## config.mk

```make
export PLATFORM = sky130hd
export DESIGN_NAME = irl_level_decoder
export DESIGN_NICKNAME = d
export VERILOG_FILES = /design/src/rtl/irl_dec_pkg.sv /design/src/rtl/irl_index_decode.sv /design/src/rtl/irl_strobe_gen.sv /design/src/rtl/irl_level_decoder.sv
export SDC_FILE = /design/constraint.sdc
export NUM_CORES = 1
export LEC_CHECK = 0
export BUFFER_PORTS_ARGS = -buffer_cell sky130_fd_sc_hd__buf_2
export CAP_MARGIN = 20
export CORE_UTILIZATION = 45
export CTS_CLUSTER_SIZE = 14
export DETAILED_ROUTE_END_ITERATION = 10
export GPL_ROUTABILITY_DRIVEN = 1
export PLACE_DENSITY = 0.78
export SYNTH_ARGS = -nofsm -noshare
export SYNTH_HDL_FRONTEND = slang
export SYNTH_SLANG_ARGS = --single-unit
```

## constraint.sdc

```tcl
create_clock -name clk -period 3.6 [get_ports clk]
set_input_delay 0.72 -clock clk [delete_from_list [all_inputs] [get_ports clk]]
set_output_delay 0.72 -clock clk [all_outputs]
set_load 0.05 [all_outputs]
```

## src/rtl/irl_dec_pkg.sv

```systemverilog
package irl_dec_pkg;

    // Operating phase: the first edge after reset only arms the block.
    typedef enum logic {
        PH_ARM = 1'b0,
        PH_RUN = 1'b1
    } phase_e;

    // Number of chained sources reachable from a level of the given width.
    function automatic int unsigned chain_len(input int unsigned lvl_w);
        return (1 << lvl_w) - 1;
    endfunction

endpackage

```

## src/rtl/irl_index_decode.sv

```systemverilog
module irl_index_decode #(
    parameter int unsigned LVL_W = 4,
    parameter int unsigned N_SRC = 15
) (
    input  logic [LVL_W-1:0] level,
    output logic [N_SRC-1:0] sel
);
    localparam logic [LVL_W-1:0] ALL_ONES = '1;

    logic [LVL_W-1:0] pos;

    // Inverting the level puts the highest priority at chain position 0.
    // Level 0 inverts to N_SRC, which matches no bit below.
    always_comb pos = level ^ ALL_ONES;

    for (genvar i = 0; i < N_SRC; i++) begin : g_bit
        assign sel[i] = (pos == LVL_W'(i));
    end
endmodule

```

## src/rtl/irl_strobe_gen.sv

```systemverilog
module irl_strobe_gen #(
    parameter int unsigned N_SRC = 15
) (
    input  logic             live,
    input  logic [N_SRC-1:0] sel,
    input  logic [N_SRC-1:0] held,
    input  logic [N_SRC-1:0] en_present,
    output logic [N_SRC-1:0] inc
);
    // A strobe fires only for a newly selected line that lacks its enable credit.
    for (genvar i = 0; i < N_SRC; i++) begin : g_src
        assign inc[i] = live & sel[i] & ~held[i] & ~en_present[i];
    end
endmodule

```

## src/rtl/irl_level_decoder.sv

```systemverilog
module irl_level_decoder
    import irl_dec_pkg::*;
#(
    parameter  int unsigned LVL_W = 4,
    localparam int unsigned N_SRC = (1 << LVL_W) - 1
) (
    input  logic             clk,
    input  logic             rst_n,
    input  logic [LVL_W-1:0] irl_level,
    input  logic [N_SRC-1:0] src_en_present,
    output logic [N_SRC-1:0] src_assert,
    output logic [N_SRC-1:0] src_en_inc
);
    typedef struct packed {
        phase_e           phase;
        logic [N_SRC-1:0] lines;
        logic [N_SRC-1:0] strobe;
    } dec_state_t;

    dec_state_t st_d, st_q;
    logic [N_SRC-1:0] sel_w;
    logic [N_SRC-1:0] inc_w;
    logic             live_w;

    irl_index_decode #(
        .LVL_W(LVL_W),
        .N_SRC(chain_len(LVL_W))
    ) u_decode (
        .level(irl_level),
        .sel  (sel_w)
    );

    assign live_w = (st_q.phase == PH_RUN);

    irl_strobe_gen #(
        .N_SRC(N_SRC)
    ) u_strobe (
        .live      (live_w),
        .sel       (sel_w),
        .held      (st_q.lines),
        .en_present(src_en_present),
        .inc       (inc_w)
    );

    always_comb begin
        st_d        = st_q;
        st_d.phase  = PH_RUN;
        st_d.lines  = live_w ? sel_w : '0;
        st_d.strobe = inc_w;
    end

    always_ff @(posedge clk or negedge rst_n) begin
        if (!rst_n) begin
            st_q.phase  <= PH_ARM;
            st_q.lines  <= '0;
            st_q.strobe <= '0;
        end else begin
            st_q <= st_d;
        end
    end

    assign src_assert = st_q.lines;
    assign src_en_inc = st_q.strobe;
endmodule

```

Yosys cells after proc, flatten, opt, wreduce, memory -nomap -nowiden
Cells that the tools add are included.
{ "word_totals": {"reg_bits": 31, "latchBits": 0, "ram_bits": 0, "rom_bits": 0, "inputBits": 21, "output_inout_bits": 30, "elab_cells": 95, "n_memories": 0} }
{ "op_classes": {"n_addsub": 0, "n_mul": 0, "div_mod_pow": 0, "order_cmp": 0, "n_eq_ne": 14, "n_shift": 0, "muxes": 1, "bitwise_logic": 76, "n_reduce_logical": 1} }
{ "ops": {"columns": ["cell", "n"], "rows": [
  ["1-bit bitwise AND", 45],
  ["1-bit inverter", 30],
  ["4-bit equality test (second input constant)", 7],
  ["4-bit by 3-bit equality test with 1-bit output (second input constant)", 4],
  ["15-bit 2-to-1 mux", 1],
  ["4-bit by 2-bit equality test with 1-bit output (second input constant)", 2],
  ["4-bit by 1-bit equality test with 1-bit output (second input constant)", 1],
  ["4-bit zero test", 1],
  ["4-bit inverter", 1]
]} }

Logic depth before layout (Yosys ltp)
{ "depth": {"ltp_word": 5, "mapped_depth": 3, "mapped_depth_nobuf": 2} }

By module
From an unflattened synthesis, not the netlist that was laid out.
{ "hier_totals": {"cells_unflattened": 83, "area_unflattened_um2": 1358.8} }
{ "by_module_without_submodules": {"columns": ["mod", "instances", "cells_per_inst", "area_each_um2"], "rows": [
  ["irl_level_decoder", 1, 48, 898.4],
  ["irl_index_decode", 1, 19, 264.0],
  ["irl_strobe_gen", 1, 16, 196.4]
]} }

Least setup slack after synthesis
No wires, ideal clock.
{ "synth_timing": {"kind": "input -> register", "start": "in irl_level[0]", "end": "reg st_q, in the netlist src_en_inc[11]", "arrival_ps": 1435, "t_required_ps": 3505, "slack_ps": 2070, "path_stages": 3, "n_path_buf": 1, "path_cell_list": "or3b_1 buf_2 nor4_4"} }
{ "synth_via": {"elab_chain_len": 5} }
{ "synth_rtl": {"columns": ["element", "line", "text"], "rows": [
  ["start: declaration", "irl_level_decoder.sv:9", "input logic [LVL_W-1:0] irl_level,"],
  ["4-bit inverter (no line)", null, null],
  ["4-bit equality test", "irl_index_decode.sv:17", "assign sel[i] = (pos == LVL_W'(i));"],
  ["1-bit bitwise AND (3 in series)", "irl_strobe_gen.sv:12", "assign inc[i] = live & sel[i] & ~held[i] & ~en_present[i];"],
  ["net inc_w[11]", "irl_level_decoder.sv:22", "logic [N_SRC-1:0] inc_w;"],
  ["end signal: assignment", "irl_level_decoder.sv:58", "st_q <= st_d;"],
  ["end: declaration", "irl_level_decoder.sv:20", "dec_state_t st_d, st_q;"]
]} }
The timed path passes the listed nets, and every way through them passes these cells.

Worst setup path in the final report
{ "layout_timing": {"start": "reg st_q, in the netlist src_assert[11]", "end": "out src_assert[11]"} }
{ "layout_lines": {"columns": ["element", "line", "text"], "rows": [
  ["end: declaration", "irl_level_decoder.sv:11", "output logic [N_SRC-1:0] src_assert,"]
]} }
No word-level cell between the ends.

==> metrics.txt <==
num ports=51; Req. time, crit path=~2900 ps; global-route wire length before repair=about 3.3 mm; Power Total=~0.00063 W; H-tree lvl count=2; Layout Nets=between 100 and 150; Most used DFF post-synth=dfrtp_1; P&R area growth vs syn=32.4%; VDD IR max=approximately 0.34 mV; PortBufs=50; post-cts resize count=0; Final min period=1730 ps; layout cells sized above 1=47.7%; final wirelength=a little over 2 mm; fillers=approximately 180; R2R Path End=src_en_inc[3]$_DFF_PN0_; CP delay by family, top=flip-flops; Detail Placement HPWL=around 1.6 mm; crit path launch type=register; Num CTS Buffers=5; syn_area_per_cell=between 10 and 15 µm²; unrepaired setup endpoints after global routing=false; final hold viol count=0; vias in the first global route=between 700 and 800; area leader, netlist=dfrtp_1; Antenna Violating Nets Remaining=0; Initial Utilization=a little under half; commonest cells in the netlist=31 x dfrtp_1, 15 x nor2_1, 12 x nor4_1; Psw=around 0.00015 W; max-cap viol count=0; DR vias=roughly 760; YS warnings=0; critical path fanouts, max=2; ant diodes=0; worst skew pair latency=between 300 and 400 ps; die width=around 50 µm; Mapped Cells=74; clock sinks=31; GRT Total Usage=between 10% and 20%; chip height=50.1 µm; most common cell in the synthesized netlist=dfrtp_1; R2R Path Start=live_w$_DFF_PN0_; flop-to-flop setup slack=approximately 2400 ps; DR DRC count=0; post-CTS setup buffers=0; post-route clock period utilization=approximately half; Initial DRT Pass Iterations=3; Post-synth ARST share=100%; Sequential Power Share=a little under three fifths; Internal=a little under 0.0005 W; cell count of the worst reg-to-reg path=2; Critical Path, Cell by Cell=buf_2; CP peak stage delay=about 400 ps; fmax=around 580 MHz; register area=about 780 µm²; CORE AREA=roughly 0.0022 mm²; area of the multi-input gates=between 200 and 300 µm²; switch share=about a quarter; Leakage=approximately 0.76 nW; CTS Root Cell=clkbuf_4; outcome=completed; power share of the combinational group=just under 9%; CP Capture Type=output pin; setup TNS=0 ps; Placer Congestion=slightly above 0.7; # rows=17; ranking of synthesized cells by area=dfrtp_1 74%, nor4_1 7.2%, nor4_4 6.1%, nor2_1 5.4%, nand3b_1 1.4%; hold-fix buffers at CTS=0; Clock transition at path regs=90 ps; Hold WC Path Type=input port to asynchronous set/reset pin; clk buf depth=2; DR vias/cell=4.84; starting DRC count in detailed routing=8; WP buf/inv=1; Finish-stage setup viols=0; critical path arrival=around 1000 ps; initial antenna violation count=0; syn_nets=95; synthesized flop and latch total=31; CTS tree=done; post-synth top area share=between 70 and 80%; Seq/Total Area, Yosys=~74%; Mapped Area=~0.0010 mm²; CP max stage cell=dfrtp_1; Clk network pwr share=approximately a third; Post-synth EDFFs=0; die area=0.00251 mm²; Worst-Margin Slew=~650 ps; Slew headroom=a little under three fifths; Clock Skew=about 3.3 ps; critical setup path kind=register to output pin; post-synth cell types=13; PwrDens=roughly 460 mW/mm²; Overflow after GRT=0; pin count of the biggest net entering global routing=32; Routed WL per cell=13.2 µm; fin. max-slew vios=0
## kinds of logic after synthesis
group | after synthesis | share of synthesized area [%]
buf+inv | 4 | 1.56
flops | 31 | 74.4
other cells | 1 | 0.360
simple gates | 38 | 23.6
## layer usage
layer	global-route usage (%)	routed length [µm]	up-vias
met3	6.17	154	4
met1	22.4	867	356
met2	28.7	997	38
li1	-	-	357
met4	10.0	34	0
met5	0	0	-
## registers in the layout, summed over array words and instances (netlist names)
register,flops
src_assert,15
src_en_inc,15
live_w,1
## stage by stage
| stage | instances | cell area (µm²) | setup slack [ps] | utilization, % | hold WS, ps |
|---|---|---|---|---|---|
| 6_report | 156 | 1380 | 1870 | 63.0 | 424 |
| 5_1_grt | 156 | 1380 | 1830 | 63.0 | 447 |
| 4_1_cts | 156 | 1380 | 1850 | 63.0 | 426 |
| 3_5_place_dp | 148 | 1310 | 1870 | 59.9 | 418 |
| 3_3_place_gp | 148 | 1310 | 1890 | 59.9 | 410 |
| 2_1_floorplan | 74 | 1040 | 2070 | - | 424 |
## worst max-delay path by stage
stage / startpoint / end / slack [ps] / cells past startpoint
CTS: src_assert[11]$_DFF_PN0_ / src_assert[11] / 1850 / 1
finish: src_assert[11]$_DFF_PN0_ / src_assert[11] / 1870 / 1
floorplan: irl_level[0] / src_en_inc[11]$_DFF_PN0_ / 2070 / 3
global route: src_assert[3]$_DFF_PN0_ / src_assert[3] / 1830 / 1
detailed placement: irl_level[0] / src_en_inc[3]$_DFF_PN0_ / 1870 / 3
global placement: irl_level[0] / src_en_inc[11]$_DFF_PN0_ / 1890 / 3
## power by group through the flow
stage          Sequential [W]  Clock [W]  Combinational, W
2_1_floorplan        0.000378          0         0.0000139
3_3_place_gp         0.000362          0         0.0000545
3_5_place_dp         0.000362          0         0.0000561
4_1_cts              0.000355   0.000228         0.0000562
5_1_grt              0.000356   0.000241         0.0000601
6_report             0.000355   0.000221         0.0000553
## final cells by class
type / instances / area share [%]
tap: 28 / 2.54
sequential: 31 / 56.2
clock buffer: 8 / 4.99
timing repair buffer: 50 / 18.1
multi-input combinational: 39 / 18.1
## worst register-to-register path, stage by stage (launching register included)
cell and delay (ps):
dfrtp_1 390, or3b_1 520, nor4_4 260
## cell usage in the layout (no fill, tap or decap), types with 2 or more instances in the layout
cell	netlist	final
clkbuf_4	0	5
nand2b_1	2	2
buf_2	1	50
nor2_1	15	15
dfrtp_1	31	31
nor4_1	12	12
clkbuf_8	0	2
nor4_4	3	3
nand3b_1	2	2
(Power assumes the default switching activity.)
